$ cat src/rtl/rst_pkg.sv
package rst_pkg;

    typedef enum logic [3:0] {
        ST_IDLE,
        ST_RD_ORIG,
        ST_WR_PAT,
        ST_RD_PAT,
        ST_CHK_PAT,
        ST_WR_INV,
        ST_RD_INV,
        ST_CHK_INV,
        ST_RESTORE,
        ST_FINISH
    } rst_state_e;

endpackage

$ cat src/rtl/rst_seq_fsm.sv
module rst_seq_fsm
    import rst_pkg::*;
(
    input  logic       clk,
    input  logic       rst_n,
    input  logic       start,
    input  logic       mismatch,
    input  logic       err_flag,
    input  logic       last_loc,
    output rst_state_e state,
    output logic       start_acc,
    output logic       step,
    output logic       wr_any,
    output logic       busy,
    output logic       done,
    output logic       pass,
    output logic       fail
);

    rst_state_e nxt;
    logic       to_finish;

    assign to_finish = (state == ST_RESTORE) && (err_flag || last_loc);

    always_comb begin
        nxt = state;
        unique case (state)
            ST_IDLE:    if (start) nxt = ST_RD_ORIG;
            ST_RD_ORIG: nxt = ST_WR_PAT;
            ST_WR_PAT:  nxt = ST_RD_PAT;
            ST_RD_PAT:  nxt = ST_CHK_PAT;
            ST_CHK_PAT: nxt = mismatch ? ST_RESTORE : ST_WR_INV;
            ST_WR_INV:  nxt = ST_RD_INV;
            ST_RD_INV:  nxt = ST_CHK_INV;
            ST_CHK_INV: nxt = ST_RESTORE;
            ST_RESTORE: nxt = (err_flag || last_loc) ? ST_FINISH : ST_RD_ORIG;
            ST_FINISH:  nxt = ST_IDLE;
            default:    nxt = ST_IDLE;
        endcase
    end

    always_ff @(posedge clk or negedge rst_n) begin
        if (!rst_n) begin
            state <= ST_IDLE;
            pass  <= 1'b0;
            fail  <= 1'b0;
        end else begin
            state <= nxt;
            if (start_acc) begin
                pass <= 1'b0;
                fail <= 1'b0;
            end else if (to_finish) begin
                pass <= !err_flag;
                fail <= err_flag;
            end
        end
    end

    always_comb begin
        start_acc = (state == ST_IDLE) && start;
        step      = (state == ST_RESTORE) && !err_flag && !last_loc;
        wr_any    = (state == ST_WR_PAT) || (state == ST_WR_INV) || (state == ST_RESTORE);
        busy      = (state != ST_IDLE) && (state != ST_FINISH);
        done      = (state == ST_FINISH);
    end

    AST_DONE_ONE_CYCLE: assert property (@(posedge clk) disable iff (!rst_n)
        done |=> !done);
    AST_BUSY_START_IGNORED: assert property (@(posedge clk) disable iff (!rst_n)
        (busy && start) |=> (busy || done));
    AST_PASS_FAIL_EXCLUSIVE: assert property (@(posedge clk) disable iff (!rst_n)
        !(pass && fail));

endmodule

$ cat src/rtl/rst_loc_walker.sv
module rst_loc_walker #(
    parameter int NUM_MEMS = 2,
    parameter int ADDR_W   = 8,
    parameter int MEM_W    = 1
) (
    input  logic              clk,
    input  logic              rst_n,
    input  logic              clear,
    input  logic              step,
    output logic [ADDR_W-1:0] addr,
    output logic [MEM_W-1:0]  mem_idx,
    output logic              last_loc
);

    localparam logic [ADDR_W-1:0] LAST_ADDR = '1;
    localparam logic [MEM_W-1:0]  LAST_MEM  = MEM_W'(NUM_MEMS - 1);

    always_ff @(posedge clk or negedge rst_n) begin
        if (!rst_n) begin
            addr    <= '0;
            mem_idx <= '0;
        end else if (clear) begin
            addr    <= '0;
            mem_idx <= '0;
        end else if (step) begin
            if (addr == LAST_ADDR) begin
                addr    <= '0;
                mem_idx <= mem_idx + MEM_W'(1);
            end else begin
                addr    <= addr + ADDR_W'(1);
            end
        end
    end

    assign last_loc = (addr == LAST_ADDR) && (mem_idx == LAST_MEM);

    AST_ORDERED_WALK: assert property (@(posedge clk) disable iff (!rst_n)
        step |=> ((addr == ADDR_W'($past(addr) + ADDR_W'(1))) && (mem_idx == $past(mem_idx)))
              || ((addr == '0) && (mem_idx == MEM_W'($past(mem_idx) + MEM_W'(1)))));
    AST_LOC_HELD: assert property (@(posedge clk) disable iff (!rst_n)
        (!step && !clear) |=> ($stable(addr) && $stable(mem_idx)));

endmodule

$ cat src/rtl/rst_cmp_path.sv
module rst_cmp_path
    import rst_pkg::*;
#(
    parameter int DATA_W = 16,
    parameter int ADDR_W = 8,
    parameter int MEM_W  = 1
) (
    input  logic              clk,
    input  logic              rst_n,
    input  rst_state_e        state,
    input  logic              clear,
    input  logic [DATA_W-1:0] rdata,
    input  logic [ADDR_W-1:0] addr,
    input  logic [MEM_W-1:0]  mem_idx,
    output logic [DATA_W-1:0] wdata,
    output logic              mismatch,
    output logic              err_flag,
    output logic [MEM_W-1:0]  fail_mem,
    output logic [ADDR_W-1:0] fail_addr,
    output logic [DATA_W-1:0] fail_exp,
    output logic [DATA_W-1:0] fail_got
);

    function automatic logic [DATA_W-1:0] alt_pattern();
        logic [DATA_W-1:0] p;
        for (int i = 0; i < DATA_W; i++) p[i] = (i % 2 == 1);
        return p;
    endfunction

    localparam logic [DATA_W-1:0] PAT  = alt_pattern();
    localparam logic [DATA_W-1:0] IPAT = ~PAT;

    logic [DATA_W-1:0] hold_q;
    logic [DATA_W-1:0] expect_w;
    logic              chk;

    always_comb begin
        chk      = (state == ST_CHK_PAT) || (state == ST_CHK_INV);
        expect_w = (state == ST_CHK_INV) ? IPAT : PAT;
        mismatch = chk && (rdata != expect_w);
        unique case (state)
            ST_WR_PAT:  wdata = PAT;
            ST_WR_INV:  wdata = IPAT;
            ST_RESTORE: wdata = hold_q;
            default:    wdata = '0;
        endcase
    end

    always_ff @(posedge clk or negedge rst_n) begin
        if (!rst_n) begin
            hold_q    <= '0;
            err_flag  <= 1'b0;
            fail_mem  <= '0;
            fail_addr <= '0;
            fail_exp  <= '0;
            fail_got  <= '0;
        end else begin
            if (state == ST_WR_PAT) hold_q <= rdata;
            if (clear) begin
                err_flag  <= 1'b0;
                fail_mem  <= '0;
                fail_addr <= '0;
                fail_exp  <= '0;
                fail_got  <= '0;
            end else if (mismatch && !err_flag) begin
                err_flag  <= 1'b1;
                fail_mem  <= mem_idx;
                fail_addr <= addr;
                fail_exp  <= expect_w;
                fail_got  <= rdata;
            end
        end
    end

    AST_FAIL_RECORD_FROZEN: assert property (@(posedge clk) disable iff (!rst_n)
        (err_flag && !clear) |=> ($stable(fail_addr) && $stable(fail_got) && $stable(fail_mem)));
    AST_RESTORE_AFTER_MISS: assert property (@(posedge clk) disable iff (!rst_n)
        mismatch |=> (state == ST_RESTORE));

endmodule

$ cat src/rtl/rst_port_mux.sv
module rst_port_mux #(
    parameter int NUM_MEMS = 2,
    parameter int ADDR_W   = 8,
    parameter int DATA_W   = 16,
    parameter int MEM_W    = 1
) (
    input  logic [MEM_W-1:0]           mem_idx,
    input  logic [ADDR_W-1:0]          addr,
    input  logic                       wr_any,
    input  logic [DATA_W-1:0]          wdata,
    input  logic [NUM_MEMS*DATA_W-1:0] mem_rdata,
    output logic [NUM_MEMS*ADDR_W-1:0] mem_addr,
    output logic [NUM_MEMS-1:0]        mem_we,
    output logic [NUM_MEMS*DATA_W-1:0] mem_wdata,
    output logic [DATA_W-1:0]          rdata_sel
);

    logic [DATA_W-1:0] rd_arr [NUM_MEMS];

    for (genvar k = 0; k < NUM_MEMS; k++) begin : g_port
        logic sel;
        assign sel                          = (mem_idx == MEM_W'(k));
        assign mem_addr[k*ADDR_W +: ADDR_W] = sel ? addr : '0;
        assign mem_we[k]                    = sel && wr_any;
        assign mem_wdata[k*DATA_W +: DATA_W] = sel ? wdata : '0;
        assign rd_arr[k]                    = mem_rdata[k*DATA_W +: DATA_W];
    end

    assign rdata_sel = rd_arr[mem_idx];

endmodule

$ cat src/rtl/ram_selftest_engine.sv
module ram_selftest_engine
    import rst_pkg::*;
#(
    parameter int NUM_MEMS = 2,
    parameter int ADDR_W   = 8,
    parameter int DATA_W   = 16,
    localparam int MEM_W   = (NUM_MEMS > 1) ? $clog2(NUM_MEMS) : 1
) (
    input  logic                       clk,
    input  logic                       rst_n,
    input  logic                       start,
    output logic                       busy,
    output logic                       done,
    output logic                       pass,
    output logic                       fail,
    output logic [MEM_W-1:0]           fail_mem,
    output logic [ADDR_W-1:0]          fail_addr,
    output logic [DATA_W-1:0]          fail_exp,
    output logic [DATA_W-1:0]          fail_got,
    output logic [NUM_MEMS*ADDR_W-1:0] mem_addr,
    output logic [NUM_MEMS-1:0]        mem_we,
    output logic [NUM_MEMS*DATA_W-1:0] mem_wdata,
    input  logic [NUM_MEMS*DATA_W-1:0] mem_rdata
);

    rst_state_e        state;
    logic              start_acc, step, wr_any, mismatch, err_flag, last_loc;
    logic [ADDR_W-1:0] addr;
    logic [MEM_W-1:0]  mem_idx;
    logic [DATA_W-1:0] wdata, rdata_sel;

    rst_seq_fsm i_fsm (
        .clk(clk), .rst_n(rst_n), .start(start), .mismatch(mismatch),
        .err_flag(err_flag), .last_loc(last_loc), .state(state),
        .start_acc(start_acc), .step(step), .wr_any(wr_any),
        .busy(busy), .done(done), .pass(pass), .fail(fail)
    );

    rst_loc_walker #(.NUM_MEMS(NUM_MEMS), .ADDR_W(ADDR_W), .MEM_W(MEM_W)) i_walk (
        .clk(clk), .rst_n(rst_n), .clear(start_acc), .step(step),
        .addr(addr), .mem_idx(mem_idx), .last_loc(last_loc)
    );

    rst_cmp_path #(.DATA_W(DATA_W), .ADDR_W(ADDR_W), .MEM_W(MEM_W)) i_cmp (
        .clk(clk), .rst_n(rst_n), .state(state), .clear(start_acc),
        .rdata(rdata_sel), .addr(addr), .mem_idx(mem_idx), .wdata(wdata),
        .mismatch(mismatch), .err_flag(err_flag), .fail_mem(fail_mem),
        .fail_addr(fail_addr), .fail_exp(fail_exp), .fail_got(fail_got)
    );

    rst_port_mux #(.NUM_MEMS(NUM_MEMS), .ADDR_W(ADDR_W), .DATA_W(DATA_W), .MEM_W(MEM_W)) i_mux (
        .mem_idx(mem_idx), .addr(addr), .wr_any(wr_any), .wdata(wdata),
        .mem_rdata(mem_rdata), .mem_addr(mem_addr), .mem_we(mem_we),
        .mem_wdata(mem_wdata), .rdata_sel(rdata_sel)
    );

    AST_QUIET_WHEN_IDLE: assert property (@(posedge clk) disable iff (!rst_n)
        !busy |-> (mem_we == '0));
    AST_SINGLE_WRITER: assert property (@(posedge clk) disable iff (!rst_n)
        $onehot0(mem_we));
    AST_FAIL_AT_END_ONLY: assert property (@(posedge clk) disable iff (!rst_n)
        $rose(fail) |-> done);

endmodule

$ cat config.mk
export PLATFORM = sky130hd
export DESIGN_NAME = ram_selftest_engine
export DESIGN_NICKNAME = d
export VERILOG_FILES = /design/src/rtl/rst_pkg.sv /design/src/rtl/rst_seq_fsm.sv /design/src/rtl/rst_loc_walker.sv /design/src/rtl/rst_cmp_path.sv /design/src/rtl/rst_port_mux.sv /design/src/rtl/ram_selftest_engine.sv
export SDC_FILE = /design/constraint.sdc
export NUM_CORES = 1
export LEC_CHECK = 0
export ABC_AREA = 0
export BUFFER_PORTS_ARGS = -buffer_cell sky130_fd_sc_hd__buf_2
export CORE_MARGIN = 8
export CORE_UTILIZATION = 53
export DETAILED_ROUTE_END_ITERATION = 12
export HOLD_SLACK_MARGIN = 0.06
export PLACE_DENSITY = 0.86
export SYNTH_ARGS = -nofsm -noshare
export SYNTH_HDL_FRONTEND = slang
export SYNTH_SLANG_ARGS = --single-unit
$ cat constraint.sdc
create_clock -name clk -period 5.15 [get_ports clk]
set_clock_uncertainty 0.15 [all_clocks]
set_input_delay 1.03 -clock clk [delete_from_list [all_inputs] [get_ports clk]]
set_output_delay 1.03 -clock clk [all_outputs]
set_load 0.05 [all_outputs]
Word level (Yosys, flattened, before mapping) --
Index checks and enable logic that the tools add are counted.
Word-level totals: input bits 35, output and inout bits 95, register bits 73, logic and storage cells 85
Cells by class: $add $sub $neg 2, mux-type cells 33, bitwise operators 2, reductions and logical operators 23, magnitude comparators 1, equal/unequal tests 13
Operator list (number):
- 16-bit two-way mux | 10
- 8-bit two-way mux | 7
- 16-bit one-hot mux with 3 select lines | 1
- 4-bit one-hot mux with 9 select lines | 1
- 4-bit by 3-bit equality test with 1-bit output (second input constant) | 4
- 16-bit != test | 1
- 4-bit two-way mux | 3
- 1-bit two-way mux | 11
- 1-bit logical AND | 10
- 8-bit by 1-bit adder with 8-bit output (second input constant) | 1
- 4-bit by 2-bit equality test with 1-bit output (second input constant) | 2
- 4-bit equality test (second input constant) | 2
- 8-bit equality test (second input constant) | 1
- 2-bit nonzero test | 4
- 4-bit by 1-bit equality test with 1-bit output (second input constant) | 1
- 4-bit zero test | 1
- 1-bit logical OR | 4
- 4-bit != test (second input constant) | 1
- 4-bit nonzero test | 1
- 2-bit >= comparator (second input constant) | 1
- 1-bit zero test | 2
- 2-bit != test (second input constant) | 1
- 1-bit inverter with 2-bit output | 1
- 2-bit AND reduction | 1
- other kinds (2) | 2

Depth between registers and ports, before layout --
depth after elaboration 9, gate-level depth with buffers 9, mapped depth without buffers 7

Hierarchy --
A second synthesis with hierarchy kept.
Second synthesis, totals: cells, all modules 369, area, all modules 3833.7 µm²
Modules (own cells, without submodules):
- rst_cmp_path | times used 1, area an instance 2412.3 µm², cells each 202, sequential area each 1101.1 µm²
- rst_port_mux | times used 1, area an instance 548.0 µm², cells each 73, sequential area each 0.0 µm²
- rst_loc_walker | times used 1, area an instance 475.5 µm², cells each 48, sequential area each 225.2 µm²
- rst_seq_fsm | times used 1, area an instance 397.9 µm², cells each 46, sequential area each 150.1 µm²

Worst setup path after synthesis --
No wires, ideal clock.
path type reg2out, from register i_fsm.state[1], to output port mem_wdata[11], arrival 2.152 ns, slack 1.818 ns, path buffers 2, cell stages (with the launch flop) 7, data required time 3.970 ns, cell sequence dfrtp_1 > buf_2 > inv_1 > nor4_2 > clkbuf_1 > nor2_1 > nor2_1
Between the ends: cells in the longest elaborated chain, start to end 3, elaborated cells between the ends (all ways) 5, those cells by class eq/ne: 3; mux: 2
RTL lines:
- start, declared | RTL line rst_seq_fsm.sv:10 | output rst_state_e state,
- start signal, assigned | RTL line rst_seq_fsm.sv:48 | state <= nxt;
- 4-bit equality test, or another cell as far along | RTL line rst_cmp_path.sv:41 | unique case (state)
- 16-bit one-hot mux with 3 select lines (*) | RTL line rst_cmp_path.sv:41
- 16-bit two-way mux (*) | RTL line rst_port_mux.sv:25 | assign mem_wdata[k*DATA_W +: DATA_W] = sel ? wdata : '0;
- end, declared | RTL line ram_selftest_engine.sv:22 | output logic [NUM_MEMS*DATA_W-1:0] mem_wdata,
Mark *: on every way between the ends. The rest lies on a longest branch, timed or not.

Worst setup path after layout --
from register i_walk.mem_idx, to output port mem_wdata[15]
Between the ends: cells in the longest elaborated chain, start to end 1
RTL lines:
- start, declared | RTL line rst_loc_walker.sv:11 | output logic [MEM_W-1:0] mem_idx,
- start signal, assigned | RTL line rst_loc_walker.sv:28 | mem_idx <= mem_idx + MEM_W'(1);
- 16-bit two-way mux | RTL line rst_port_mux.sv:25
Every way passes these cells.

==> metrics <==
Pwr per Cell Area about 600 nW/um2; # rows 29; via count 3165; main combinational cell family by area after synthesis simple AND/OR/NAND/NOR gates; later-pin clock latency in the skew report between 300 and 400 ps; Slew @ Worst Pin just under 900 ps; flop and latch count out of synthesis about 60; initial antenna violation count 0; Syn Area/Cell ~9 um2; critical path cell sequence clkinv_1 -> o21ai_1 -> nor2_1 -> buf_2; Nets 521; largest net degree at the start of global routing 60; CP Class reg2out; CTS Root Cell clkbuf_8; Fmax between 0.2 and 0.25 GHz; Req. time, crit path slightly below 4000 ps; antenna viol nets, final 0; HPWL Detailed 7160 um; core area 6280 um2; Synth Area in Adders less than 1%; crit-path max FO between 40 and 50; status finished, final reports clean; setup_tns 0 ps; Yosys cell types 46; Post-synth top flop dfrtp_1; WL met3 around 840 um; final WL between 9000 and 10000 um; final period utilization approximately 80%; async set-reset flop share out of synthesis 100%; Non-Filler Instances between 500 and 600; CP max stage delay around 940 ps; leakage power 2.24 nW; max_cap viols 0; fin crit period just over 4000 ps; Synth Area in XOR/XNOR under 10%; DRC violations left 0; Overflow after GRT 0; maximum vdd drop ~0.5 mV; IO Port Bufs 129; DR top layer met4; Setup Viol. Count Final 0; Compound-Gate Fraction of Synth Area around 9.2%; Startpoint Class flip-flop; max-slew violations 0; Ports 130; most frequent cells in the layout buf_2, nor2_1, dfrtp_1; RSZ-0062 raised after global routing no; Slew HR between 40 and 50%; Core Util, Final ~66%; Antenna diodes 0; Routed met2 length approximately 4500 um; via/cell ratio 5.58; M1 WL roughly 4000 um; cells after synthesis between 300 and 400; CTS buffer count 9; placed cells about 550; post-cts hold buffer count 0; area delta synth->final 21.3%; Cell Area, Synth between 3000 and 4000 um2; post-synthesis mux area share between 10% and 20%; Clock Sinks 59; die area around 9000 um2; crit path DAT between 2000 and 3000 ps; Mapped Nets 414; proportion of layout cells with a drive suffix above 1 between 30% and 40%; Avg WL per Cell 16.9 um; Die X between 90 and 100 um; GR Util All Layers roughly 22%; number of global-route vias before repair 3269; simple logic cell fraction of the synthesized area about 26%; Starting Density a little over half; Final Hold Fails 0; detailed router's first-iteration violation count 184; TritonRoute pass-1 iters 4; maximum clock insertion buffer count 2; first-pass GRT wire length 15600 um; number of synthesized flops with an enable pin 0; Seq/Total Area, Yosys 43.3%; number of setup buffers added after CTS 0; commonest non-fill, non-tap cell in the layout buf_2; synth warn 0; worst min path class reg2reg; slowest cell on the critical path dfrtp_2; cts repair resizes 0; TritonCTS clock tree built; global placement routability congestion 0.846; Worst-path clk slew 70 ps; H-tree Lvls 3; Die Ht approximately 96 um; CP endpoint kind output pin
==> worst paths after layout <==
check / start / to / slack [ps] / cells after the start
setup reg to reg: i_walk.mem_idx / i_cmp.fail_got[5] / 2090 / 6
max in group asynchronous: rst_n / i_walk.mem_idx / 3640 / 2
min in group asynchronous: rst_n / i_cmp.fail_mem / 680 / 2
setup / recovery: i_walk.mem_idx / mem_wdata[15] / 1030 / 4
hold / removal: i_fsm.pass / i_fsm.pass / 370 / 2
hold reg to reg: i_fsm.pass / i_fsm.pass / 370 / 2
==> critical path, delay by kind of cell, from the launching register on <==
kind            cells  cell delay, ps
buf+inv             2             990
flops               1             940
compound gates      1             560
simple gates        1              90
==> stage by stage <==
step	setup WS (ps)	power, W	cell area, um2	hold slack [ps]
after floorplan	1820	0.00180	3410	321
after global placement	1510	0.00201	3930	348
after detailed placement	1390	0.00205	3930	364
after CTS	1010	0.00250	4140	379
after global routing	708	0.00264	4140	403
final	1030	0.00249	4140	373
==> synthesized netlist by cell type, drive strengths merged, types with 2 or more instances <==
cell | instances | area share, %
a21oi | 31 | 4.5
and2 | 5 | 0.92
and3 | 4 | 0.73
buf | 25 | 6.4
clkbuf | 12 | 1.3
dfrtp | 59 | 43
inv | 9 | 0.99
mux2i | 39 | 11
nand2 | 42 | 4.6
nand2b | 4 | 0.73
nand3 | 7 | 1.4
nand4 | 6 | 1.1
nor2 | 79 | 8.7
nor2b | 4 | 0.95
nor3 | 6 | 0.88
nor3b | 2 | 0.44
nor4 | 3 | 0.73
nor4b | 5 | 2.2
nor4bb | 3 | 0.88
o21ai | 10 | 1.5
o22ai | 3 | 0.55
o31ai | 2 | 0.44
or3 | 2 | 0.51
xnor2 | 2 | 0.51
xor2 | 2 | 0.51
==> kinds of logic after synthesis <==
logic type               count (synthesis)
AND/OR/NAND/NOR                        176
flip-flops                              59
AO/OA/AOI/OAI                           52
buffers and inverters                   47
multiplexers                            39
XOR/XNOR                                 4
adder cells (fa/ha/maj)                  1
==> per-layer routing <==
layer  GRT usage [%]  up-vias
li1                -     1492
met4            11.9        0
met1            27.6     1516
met5               0        -
met3            7.02       23
met2            32.7      134
==> final cells by class <==
type                       count  area [um2]
multi-input combinational    272        1640
clock buffer                  10         128
sequential                    59        1480
clock inverter                 6        80.1
fill                         513        2140
timing repair buffer         133         676
inverter                      10        37.5
tap                           77        96.3
==> state kept, by name, summed over array words and instances (netlist names) <==
register         cells
i_cmp.hold_q        16
i_cmp.fail_addr      8
i_fsm.pass           1
i_fsm.fail           1
i_walk.addr          8
i_fsm.state          4
i_cmp.fail_mem       1
i_cmp.fail_got      16
i_walk.mem_idx       1
i_cmp.err_flag       1
i_cmp.fail_exp       2
==> power breakdown <==
group,internal (W),switching (W)
Combinational,0.000318,0.000984
Sequential,0.000601,0.000137
Clock,0.000269,0.000180
(Power assumes the default switching activity.)
